`src/rtl/div_pkg.sv`:
```
package div_pkg;
  typedef enum logic [1:0] {
    ST_IDLE = 2'd0,
    ST_ITER = 2'd1,
    ST_FIX  = 2'd2
  } div_state_e;
endpackage

```
`src/rtl/div_operand_prep.sv`:
```
module div_operand_prep #(
  parameter int W = 32
) (
  input  logic         signed_i,
  input  logic [W-1:0] dividend_i,
  input  logic [W-1:0] divisor_i,
  output logic [W-1:0] dvd_mag_o,
  output logic [W-1:0] dvs_mag_o,
  output logic         q_neg_o,
  output logic         r_neg_o,
  output logic         dvs_zero_o
);
  logic dvd_s, dvs_s;

  assign dvd_s = signed_i & dividend_i[W-1];
  assign dvs_s = signed_i & divisor_i[W-1];

  // -2^(W-1) negates to itself, which is its correct unsigned magnitude
  assign dvd_mag_o  = dvd_s ? (~dividend_i + 1'b1) : dividend_i;
  assign dvs_mag_o  = dvs_s ? (~divisor_i + 1'b1) : divisor_i;
  assign q_neg_o    = dvd_s ^ dvs_s;
  assign r_neg_o    = dvd_s;
  assign dvs_zero_o = (divisor_i == '0);
endmodule

```
`src/rtl/div_step.sv`:
```
module div_step #(
  parameter int W = 32
) (
  input  logic [2*W-1:0] rem_i,
  input  logic [W-1:0]   dvs_i,
  output logic [2*W-1:0] rem_o
);
  // trial operand keeps the bit shifted out of the top half (W+1 bits)
  logic [W+1:0] diff;

  assign diff = {1'b0, rem_i[2*W-1:W-1]} - {2'b00, dvs_i};

  always_comb begin
    if (diff[W+1]) rem_o = {rem_i[2*W-2:0], 1'b0};
    else           rem_o = {diff[W-1:0], rem_i[W-2:0], 1'b1};
  end
endmodule

```
`src/rtl/div_sign_fix.sv`:
```
module div_sign_fix #(
  parameter int W = 32
) (
  input  logic [2*W-1:0] rem_i,
  input  logic           q_neg_i,
  input  logic           r_neg_i,
  input  logic           bypass_i,
  output logic [W-1:0]   lo_o,
  output logic [W-1:0]   hi_o
);
  logic [W-1:0] q_mag, r_mag;
  logic         q_nz, r_nz;

  assign q_mag = rem_i[W-1:0];
  assign r_mag = rem_i[2*W-1:W];
  assign q_nz  = |q_mag;
  assign r_nz  = |r_mag;

  always_comb begin
    lo_o = q_mag;
    hi_o = r_mag;
    if (!bypass_i) begin
      if (q_neg_i && q_nz) lo_o = ~q_mag + 1'b1;
      if (r_neg_i && r_nz) hi_o = ~r_mag + 1'b1;
    end
  end
endmodule

```
`src/rtl/seq_divider.sv`:
```
module seq_divider #(
  parameter int W = 32
) (
  input  logic         clk_i,
  input  logic         rst_ni,
  input  logic         start_i,
  input  logic         signed_i,
  input  logic [W-1:0] dividend_i,
  input  logic [W-1:0] divisor_i,
  output logic         busy_o,
  output logic         done_o,
  output logic         div_by_zero_o,
  output logic [W-1:0] lo_o,
  output logic [W-1:0] hi_o
);
  import div_pkg::*;

  localparam int CNT_W = (W > 1) ? $clog2(W) : 1;
  localparam logic [CNT_W-1:0] LAST_IT = CNT_W'(W - 1);

  div_state_e     state_q;
  logic [CNT_W-1:0] cnt_q;
  logic [2*W-1:0] rem_q, rem_nxt;
  logic [W-1:0]   dvs_q;
  logic           q_neg_q, r_neg_q, dbz_q;
  logic           done_q, dbz_out_q;
  logic [W-1:0]   lo_q, hi_q;

  logic [W-1:0]   dvd_mag, dvs_mag;
  logic           q_neg, r_neg, dvs_zero;
  logic [W-1:0]   lo_fix, hi_fix;
  logic           accept;

  div_operand_prep #(.W(W)) u_prep (
    .signed_i   (signed_i),
    .dividend_i (dividend_i),
    .divisor_i  (divisor_i),
    .dvd_mag_o  (dvd_mag),
    .dvs_mag_o  (dvs_mag),
    .q_neg_o    (q_neg),
    .r_neg_o    (r_neg),
    .dvs_zero_o (dvs_zero)
  );

  div_step #(.W(W)) u_step (
    .rem_i (rem_q),
    .dvs_i (dvs_q),
    .rem_o (rem_nxt)
  );

  div_sign_fix #(.W(W)) u_fix (
    .rem_i    (rem_q),
    .q_neg_i  (q_neg_q),
    .r_neg_i  (r_neg_q),
    .bypass_i (dbz_q),
    .lo_o     (lo_fix),
    .hi_o     (hi_fix)
  );

  assign accept = start_i && (state_q == ST_IDLE);

  always_ff @(posedge clk_i or negedge rst_ni) begin
    if (!rst_ni) begin
      state_q <= ST_IDLE;
      cnt_q   <= '0;
      rem_q   <= '0;
      dvs_q   <= '0;
      q_neg_q <= 1'b0;
      r_neg_q <= 1'b0;
      dbz_q   <= 1'b0;
    end else begin
      case (state_q)
        ST_IDLE: if (accept) begin
          state_q <= ST_ITER;
          cnt_q   <= '0;
          rem_q   <= {{W{1'b0}}, dvd_mag};
          dvs_q   <= dvs_mag;
          q_neg_q <= q_neg;
          r_neg_q <= r_neg;
          dbz_q   <= dvs_zero;
        end
        ST_ITER: begin
          rem_q <= rem_nxt;
          cnt_q <= cnt_q + 1'b1;
          if (cnt_q == LAST_IT) state_q <= ST_FIX;
        end
        ST_FIX:  state_q <= ST_IDLE;
        default: state_q <= ST_IDLE;
      endcase
    end
  end

  always_ff @(posedge clk_i or negedge rst_ni) begin
    if (!rst_ni) begin
      done_q    <= 1'b0;
      dbz_out_q <= 1'b0;
      lo_q      <= '0;
      hi_q      <= '0;
    end else begin
      done_q <= (state_q == ST_FIX);
      if (state_q == ST_FIX) begin
        lo_q      <= lo_fix;
        hi_q      <= hi_fix;
        dbz_out_q <= dbz_q;
      end
    end
  end

  assign busy_o        = (state_q != ST_IDLE);
  assign done_o        = done_q;
  assign div_by_zero_o = dbz_out_q;
  assign lo_o          = lo_q;
  assign hi_o          = hi_q;
endmodule

```
`config.mk`:
```
export PLATFORM = sky130hd
export DESIGN_NAME = seq_divider
export DESIGN_NICKNAME = d
export VERILOG_FILES = /design/src/rtl/div_pkg.sv /design/src/rtl/div_operand_prep.sv /design/src/rtl/div_step.sv /design/src/rtl/div_sign_fix.sv /design/src/rtl/seq_divider.sv
export SDC_FILE = /design/constraint.sdc
export NUM_CORES = 1
export LEC_CHECK = 0
export ABC_AREA = 1
export CORE_MARGIN = 4
export CORE_UTILIZATION = 40
export CTS_CLUSTER_SIZE = 16
export DETAILED_ROUTE_END_ITERATION = 8
export SLEW_MARGIN = 20
export SYNTH_ARGS = -nofsm -noshare
export SYNTH_HDL_FRONTEND = slang
export SYNTH_HIERARCHICAL = 1
export SYNTH_SLANG_ARGS = --single-unit
```
`constraint.sdc`:
```
create_clock -name clk_i -period 5.8 [get_ports clk_i]
set_clock_uncertainty 0.15 [all_clocks]
set_input_delay 0.58 -clock clk_i [delete_from_list [all_inputs] [get_ports clk_i]]
set_output_delay 0.58 -clock clk_i [all_outputs]
set_load 0.005 [all_outputs]
```
* Yosys cells after proc, flatten, opt, wreduce, memory -nomap -nowiden
Index checks and enable logic that the tools add are counted.
W data, S select, Z words.
** Cells by class
- Add/subtract/negate cells :: 6
- Equality and inequality tests :: 5
- Muxes and demuxes :: 14
- Bitwise logic cells :: 7
- Reduce and logical (&&, ||, !) cells :: 12
** Operators with widths (count)
- $mux W32 :: 6
- $add A32 B1 Y32 const B :: 4
- $mux W64 :: 2
- $not A32 Y32 :: 4
- $pmux W64 S2 :: 1
- $reduce_or A32 Y1 :: 2
- $sub A33 B32 Y34 :: 1
- $logic_not A32 Y1 :: 1
- $pmux W5 S2 :: 1
- $reduce_and A2 Y1 :: 3
- $add A5 B1 Y5 const B :: 1
- $eq A5 B5 Y1 const B :: 1
- $mux W5 :: 1
- $mux W2 :: 2
- $ne A2 B2 Y1 const B :: 2
- $pmux W2 S2 :: 1
- $reduce_bool A2 Y1 :: 2
- $logic_and A1 B1 Y1 :: 3
- $and A1 B1 Y1 :: 2
- $eq A2 B1 Y1 const B :: 1
- $eq A2 B2 Y1 const B :: 1
- $logic_not A2 Y1 :: 1
- $xor A1 B1 Y1 :: 1
** Storage, ports and cells
- Flip-flop bits (word level) :: 172
- Input port bits :: 68
- Output and inout port bits :: 67
- Logic and storage cells :: 55

* Depth between registers and ports, before layout
Gate-level depths: netlist of the first run.
- Word-level depth :: 5
- Mapped depth :: 17
- Mapped depth without buffers :: 17

* Modules after synthesis
Netlist of the first run, hierarchy kept.
** By module, submodules not included
- seq_divider :: instances 1, cells an instance 843, area an instance 7004.2 um2, seq. area each 4304.1 um2
- div_step :: instances 1, cells an instance 670, area an instance 3358.2 um2, seq. area each 0.0 um2
- div_sign_fix :: instances 1, cells an instance 599, area an instance 2879.0 um2, seq. area each 0.0 um2
- div_operand_prep :: instances 1, cells an instance 451, area an instance 2089.5 um2, seq. area each 0.0 um2

* Worst setup path before layout of the first run
No wires, ideal clock.
- Path kind :: flip-flop to flip-flop
- Start :: reg rem_q[31]
- End :: reg rem_q[60]
- Arrival time :: 1919 ps
- Setup slack :: 3614 ps
- Cell stages (with the launch flop) :: 17
- Path buffers :: 0
- Path through :: dfrtp_1 -> inv_1 -> ha_1 -> inv_1 -> fa_1 -> nand3_1 -> nand3_1 -> nand2_1 -> nand2_1 -> nand2_1 -> nand2_1 -> nand2_1 -> nand3_1 -> nand3_1 -> nand2_1 -> nand2_1 -> nand2_1
** On the way
- Cells in the longest elaborated chain, start to end :: 3
** Ends and longest elaborated chain
- from (decl) :: line seq_divider.sv:23 : logic [2*W-1:0] rem_q, rem_nxt;
- from (signal assigned) :: line seq_divider.sv:76 : rem_q <= {{W{1'b0}}, dvd_mag};
- from (signal assigned) :: line seq_divider.sv:83 : rem_q <= rem_nxt;
- $sub A33 B32 Y34 :: line div_step.sv:11 : assign diff = {1'b0, rem_i[2*W-1:W-1]} - {2'b00, dvs_i};
- $mux W64 :: line div_step.sv:14 : if (diff[W+1]) rem_o = {rem_i[2*W-2:0], 1'b0};
- via rem_nxt[60] :: line seq_divider.sv:23
- $pmux W64 S2 :: line seq_divider.sv:72 : case (state_q)
The timed path passes the listed nets, and every way through them passes these cells.
A chain may end at the register's enable or synchronous reset.

* Final worst setup path of the first run
- Start :: reg state_q[0]
- End :: out busy_o
** On the way
- Cells in the longest elaborated chain, start to end :: 1
** Ends and longest elaborated chain
- from (decl) :: line seq_divider.sv:21 : div_state_e state_q;
- from (signal assigned) :: line seq_divider.sv:64 : state_q <= ST_IDLE;
- from (signal assigned) :: line seq_divider.sv:74 : state_q <= ST_ITER;
- from (signal assigned) :: line seq_divider.sv:85 : if (cnt_q == LAST_IT) state_q <= ST_FIX;
- $reduce_bool A2 Y1 :: line seq_divider.sv:109 : assign busy_o = (state_q != ST_IDLE);
- to (decl) :: line seq_divider.sv:10 : output logic busy_o,
No other way between the ends.

==> summary.md, run 1 <==
| Metric | Value |
|---|---|
| Slew HR | `31.0%` |
| Dominant cells by area after synthesis | `nand2_1 (29%), dfrtp_1 (28%), nand3_1 (8.8%)` |
| N_diodes | `0` |
| Area share of the leading cell type in the synthesized netlist | `28.5%` |
| Vias in the first global route | `14046` |
| Synth Instances | `2563` |
| CTS tree | `built` |
| Worst Reg-to-Reg Cells | `7` |
| Die width | `204 µm` |
| Final Slew Violations | `0` |
| Post-route cell area | `17300 µm²` |
| Residual DRC | `0` |
| Clock latency at the later pin of the worst-skew pair | `0.44 ns` |
| Reg2reg setup slack | `2.68 ns` |
| Fillers | `4071` |
| Most frequent cells after synthesis | `nand2_1 (1165), inv_1 (329), nand3_1 (269)` |
| Req. time, crit path | `5.07 ns` |
| Worst reg2reg endpoint | `hi_o[0]` |
| Status | `complete, no violations` |
| Worst VDD drop | `0.000210 V` |
| Post-CTS Hold Buffers | `0` |
| Final count of negative-setup-slack endpoints | `0` |
| Setup Buffers After CTS | `0` |
| Clock Path Buffers | `2` |
| Area post-placement | `16700 µm²` |
| Worst-path clk slew | `0.07 ns` |
| Largest net degree at the start of global routing | `88` |
| Final period util | `55.3%` |
| Initial antenna violation count | `0` |
| Syn Area/Cell | `5.98 µm²` |
| Setup WS pre-CTS | `2.70 ns` |
| Fin cells | `3136` |
| Fin. Hold Viols | `0` |
| Initial Util | `40.6%` |
| Synth Register Bits | `172` |
| Rows | `71` |
| GP Congestion | `0.975` |
| Seq/Total Area, Yosys | `28.1%` |
| Syn nets | `2670` |
| ANT nets after route | `0` |
| Pleak | `9.40 nW` |
| Post-DP HPWL | `34.5 mm` |
| Minimum clock period after layout | `3.21 ns` |
| Max Fclk | `0.312 GHz` |
| Register area | `4300 µm²` |
| Die area | `41500 µm²` |
| Critical-path maximum fanout | `36` |
| Post-synth EDFFs | `0` |
| Share of cells above drive strength 1 | `6.13%` |
| Clk sinks | `172` |
| Count leader, synth | `nand2_1` |
| Synth Flop Type | `dfrtp_1` |
| Netlist Area Pre-Place | `15300 µm²` |
| Multi-input gate area | `9030 µm²` |
| Routed WL | `44.4 mm` |
| Grt ovf | `0` |
| Fin nets | `2719` |
| Worst R2R Start | `state_q[0]` |
| Startpoint Class | `register` |
| CTS resizes | `0` |
| Kind of critical path | `reg2out` |
| Gr usage total | `21.1%` |
| Initial DRC count | `1024` |
| Nature of the critical path endpoint | `primary output` |
| Pwr Density | `543 nW/µm²` |
| Avg WL per Cell | `14.2 µm` |
| First-pass detailed-route iteration total | `7` |
| Clk Tree Root Cell | `clkbuf_16` |
| Global-route wire length before repair | `72.8 mm` |
| Vias per cell | `4.84` |
| Final worst setup slack | `2.59 ns` |
| Total CTS buffers | `17` |
| Asr flop ratio synth | `100%` |
| Netlist cell types | `40` |
| Yosys warns | `6` |
| Yosys top cell by area | `nand2_1` |
| Vias post-DR | `15169` |
| Worst Tran Pin Value | `1.03 ns` |
| Core area | `37800 µm²` |
| Setup repair after global routing missed its margin | `false` |
| Final setup TNS | `0 ns` |
| Pwr Total | `9.38 mW` |
| Cell count after placement | `3104` |
| Die Span Y | `204 µm` |
| IO buf count | `134` |
| Critical Path AT | `2.48 ns` |
| Max Cap Viol | `0` |
| Hold WC Path Type | `in2async` |
| Area Growth Syn to Fin | `12.6%` |
| # IOs | `135` |
| H-tree depth | `4` |
-- layer usage --
| layer | wire (µm) | track usage, % | vias to the layer above |
|---|---|---|---|
| li1 | - | - | 7891 |
| met1 | 23500 | 33.3 | 6808 |
| met2 | 17700 | 30.5 | 432 |
| met3 | 2540 | 2.78 | 38 |
| met4 | 692 | 4.89 | 0 |
| met5 | 0 | 0 | - |
-- critical path: stages, from the launching register on --
cell and delay, ns:
dfrtp_1 0.66, nor2_4 0.77, inv_1 0.12, clkdlybuf4s50_1 0.48
-- cell usage in the layout, fill, tap and decap left out, types with 3 or more instances in the layout --
| master | count |
|---|---|
| xor2_1 | 34 |
| nand4_1 | 20 |
| nand3b_1 | 8 |
| clkinv_2 | 3 |
| nor2_4 | 22 |
| and2_1 | 11 |
| nand2_2 | 12 |
| nor2_2 | 21 |
| nand3_2 | 36 |
| nand2_1 | 1164 |
| nand3_1 | 269 |
| a21oi_1 | 23 |
| o21ai_1 | 5 |
| buf_4 | 6 |
| o21ai_0 | 26 |
| xnor2_1 | 15 |
| nor2_1 | 206 |
| inv_2 | 15 |
| o21bai_1 | 3 |
| nor2_8 | 3 |
| dfrtp_1 | 172 |
| nor3_1 | 6 |
| clkbuf_16 | 17 |
| inv_6 | 4 |
| ha_1 | 38 |
| inv_1 | 329 |
| clkdlybuf4s50_1 | 133 |
-- cells by family after synthesis --
logic type | share of synthesized area [%]
buf+inv | 13.0
fa+ha+maj | 3.23
compound gates | 2.07
simple gates | 50.8
flops | 28.1
xor+xnor | 2.80
-- state kept, by name, indices dropped and copies added, names as in the netlist, 2 cells and up --
register,cells
lo_o,32
state_q,2
cnt_q,5
rem_q,64
hi_o,32
dvs_q,32
-- layout make-up --
cell class	count	area share, %
Multi-Input combinational cell	1936	52.3
Clock inverter	13	0.884
Tap cell	511	3.70
Clock buffer	19	2.62
Timing Repair Buffer	140	8.04
Sequential cell	172	24.9
Inverter	345	7.51
-- power breakdown --
| part | switching (mW) | total (mW) | internal (mW) | leakage, nW |
|---|---|---|---|---|
| sequential | 0.652 | 2.33 | 1.68 | 2.07 |
| clock | 0.531 | 1.20 | 0.669 | 0.299 |
| combinational | 3.74 | 5.85 | 2.11 | 7.04 |
-- per-stage QoR --
step,hold WS (ns),util (%)
global route,0.143,45.7
CTS,0.0941,45.7
detailed placement,0.309,44.1
floorplan,0.134,-
finish,0.0288,45.7
global placement,0.305,44.1
-- worst max-delay path by stage --
stage / endpoint / startpoint / slack (ns)
after floorplan: rem_q[60] / rem_q[31] / 3.61
after global placement: hi_o[17] / state_q[0] / 2.73
final: busy_o / state_q[0] / 2.59
after CTS: busy_o / state_q[0] / 2.54
after detailed placement: hi_o[0] / state_q[0] / 2.70
after global routing: lo_o[29] / state_q[0] / 2.40
Power figures use the tool's default switching activity.
==> run 2: changes to the inputs <==
Clock period 5.8 ns to 3 ns, I/O delays scaled along.
==> run 2 against run 1 <==
Against the previous run: routed wire length is 3.8% higher; combinational power rose by 110%; utilization increased by 0.83 points; highest routed layer unchanged; setup slack got worse by 2.3 ns; die area unchanged; sequential power is 82% higher; worst hold slack better by 0.23 ns; non-clock buffer count increased by 40; cell count increased by 1.3%.
==> summary.md, run 2 (synthesis gave the netlist of run 1 again) <==
| Metric | Value |
|---|---|
| Critical-path maximum fanout | `34 (was 36)` |
| Internal cell power | `8.81 mW (was 4.46 mW)` |
| Setup Buffers After CTS | `0 (unchanged)` |
| Fin nets | `2759 (was 2719)` |
| Sequential fraction of design power | `22.7% (was 24.8%)` |
| GP Congestion | `0.917 (was 0.975)` |
| Commonest non-fill, non-tap cell in the layout | `nand2_1 (unchanged)` |
| CP max stage delay | `0.44 ns (was 0.77 ns)` |
| Clock power frac | `11.9% (was 12.8%)` |
| Crit-path slowest cell | `dfrtp_1 (was nor2_4)` |
| Max Cap Viol | `0 (unchanged)` |
| Fillers | `4083 (was 4071)` |
| Gr usage total | `22.1% (was 21.1%)` |
| Residual DRC | `0 (unchanged)` |
| Worst Tran Pin Value | `0.684 ns (was 1.03 ns)` |
| Die Span Y | `204 µm (unchanged)` |
| Worst Path Buf+Inv | `1 (was 2)` |
| CP most frequent cell | `nand2_1` |
| Crit. path cell count | `13 (was 3)` |
| Vias in the first global route | `14008 (was 14046)` |
| Switching pwr | `9.80 mW (was 4.92 mW)` |
| Pleak | `9.59 nW (was 9.40 nW)` |
| Final setup TNS | `0 ns (unchanged)` |
| CP cell instances | `ha_1, nand2_1, nor2_1, nand2_1, inv_1, nand2_2, nand2_2, nand2_4, nand2_8, nand3_2, nand2_1, nand2_1, nand2_1 (was nor2_4, inv_1, clkdlybuf4s50_1)` |
| Final Slew Violations | `0 (unchanged)` |
| Pwr Density | `1060 nW/µm² (was 543 nW/µm²)` |
| Vias post-DR | `15214 (was 15169)` |
| Share of cells above drive strength 1 | `7.47% (was 6.13%)` |
| Worst Reg-to-Reg Cells | `13 (was 7)` |
| CP top delay family | `simple AND/OR/NAND/NOR gates (unchanged)` |
| Grt ovf | `0 (unchanged)` |
| Routed WL | `46.1 mm (was 44.4 mm)` |
| Status | `complete, no violations (unchanged)` |
| # IOs | `135 (unchanged)` |
| Initial antenna violation count | `0 (unchanged)` |
| Rows | `71 (unchanged)` |
| Initial DRC count | `1193 (was 1024)` |
| Number of flip-flops in the largest register | `64 (unchanged)` |
| Post-route cell area | `17600 µm² (was 17300 µm²)` |
| Area Growth Syn to Fin | `14.6% (was 12.6%)` |
| Final count of negative-setup-slack endpoints | `0 (unchanged)` |
| Post-DP HPWL | `36.7 mm (was 34.5 mm)` |
| Comb power frac | `65.3% (was 62.4%)` |
| Clock Path Buffers | `2 (unchanged)` |
| Core area | `37800 µm² (unchanged)` |
| Global-route wire length before repair | `74.7 mm (was 72.8 mm)` |
| Max Fclk | `0.365 GHz` |
| Setup repair after global routing missed its margin | `false (unchanged)` |
| Clk Tree Root Cell | `clkbuf_16 (unchanged)` |
| Area post-placement | `17000 µm² (was 16700 µm²)` |
| Die area | `41500 µm² (unchanged)` |
| Initial Util | `40.6% (unchanged)` |
| Clk sinks | `172 (unchanged)` |
| Startpoint Class | `register (unchanged)` |
| Most frequent cells in the layout | `nand2_1 (1164), inv_1 (329), nand3_1 (269) (unchanged)` |
| Total CTS buffers | `17 (unchanged)` |
| Biggest register | `rem_q (unchanged)` |
| H-tree depth | `4 (unchanged)` |
| Largest net degree at the start of global routing | `67 (was 88)` |
| CTS resizes | `0 (unchanged)` |
| Worst-path clk slew | `0.07 ns (about the same)` |
| CTS tree | `built (unchanged)` |
| Kind of critical path | `reg2reg (was reg2out)` |
| Fin. Hold Viols | `0 (unchanged)` |
| Clock latency at the later pin of the worst-skew pair | `0.44 ns (about the same)` |
| Nature of the critical path endpoint | `register (was primary output)` |
| Die width | `204 µm (unchanged)` |
| Hold WC Path Type | `in2async (unchanged)` |
| Avg WL per Cell | `14.5 µm (was 14.2 µm)` |
| Req. time, crit path | `3.23 ns (was 5.07 ns)` |
| Pwr Total | `18.6 mW (was 9.38 mW)` |
| Slew HR | `54.4% (was 31.0%)` |
| Final period util | `91.3%` |
| Sw frac | `52.6% (was 52.5%)` |
| Critical Path AT | `2.97 ns (was 2.48 ns)` |
| Minimum clock period after layout | `2.74 ns` |
| Worst VDD drop | `0.000422 V (was 0.000210 V)` |
| IO buf count | `134 (unchanged)` |
| First-pass detailed-route iteration total | `5 (was 7)` |
| Vias per cell | `4.79 (was 4.84)` |
| ANT nets after route | `0 (unchanged)` |
==> run 2: final cells by class <==
class,count,area [µm²],share of cell area (%)
Tap cell,511,639,3.64
Multi-Input combinational cell,1936,9030,51.4
Inverter,345,1300,7.38
Antenna cell,1,2.50,0.0142
Timing Repair Buffer,180,1730,9.83
Sequential cell,172,4300,24.5
Clock inverter,13,131,0.747
Clock buffer,19,443,2.52
==> run 2: metal layers <==
layer / routed length [µm] / track usage [%]
met3: 2450 / 2.48
met1: 24500 / 36.0
met5: 0 / 0
met2: 18500 / 31.2
met4: 703 / 4.75
==> run 2: worst paths after layout <==
check                              from         to  slack (ns)
hold reg to reg               dvs_q[22]  dvs_q[22]        0.32
hold / removal                   rst_ni   lo_o[22]        0.26
min in group clk_i         divisor_i[0]   dvs_q[0]        0.32
setup reg to reg              rem_q[43]  rem_q[50]        0.26
setup / recovery              rem_q[43]  rem_q[50]        0.26
max in group asynchronous        rst_ni   dvs_q[5]        1.68
==> run 2: power groups by stage <==
stage | Sequential [mW] | Combinational [mW] | Clock (mW)
after CTS | 4.21 | 12.1 | 2.28
after floorplan | 4.05 | 8.95 | 0
final | 4.23 | 12.2 | 2.22
after global placement | 4.22 | 12.0 | 0
after global routing | 4.35 | 13.9 | 2.38
after detailed placement | 4.25 | 12.0 | 0
==> run 2: per-stage QoR <==
stage / setup WS, ns / utilization (%) / cells / hold slack (ns)
3_5_place_dp: 0.302 / 45.0 / 3143 / 0.184
3_3_place_gp: 0.234 / 45.0 / 3143 / 0.178
5_1_grt: 0.0207 / 46.5 / 3176 / 0.300
2_1_floorplan: 0.814 / - / 2563 / -0.146
4_1_cts: 0.281 / 46.5 / 3176 / 0.265
6_report: 0.261 / 46.6 / 3177 / 0.261
==> run 2: what timing repair did <==
| action | in CTS | in global routing |
|---|---|---|
| endpoints found under the setup margin | 0 | 0 |
| hold buffers | 1 | 0 |
| endpoints found under the hold margin | 60 | 0 |
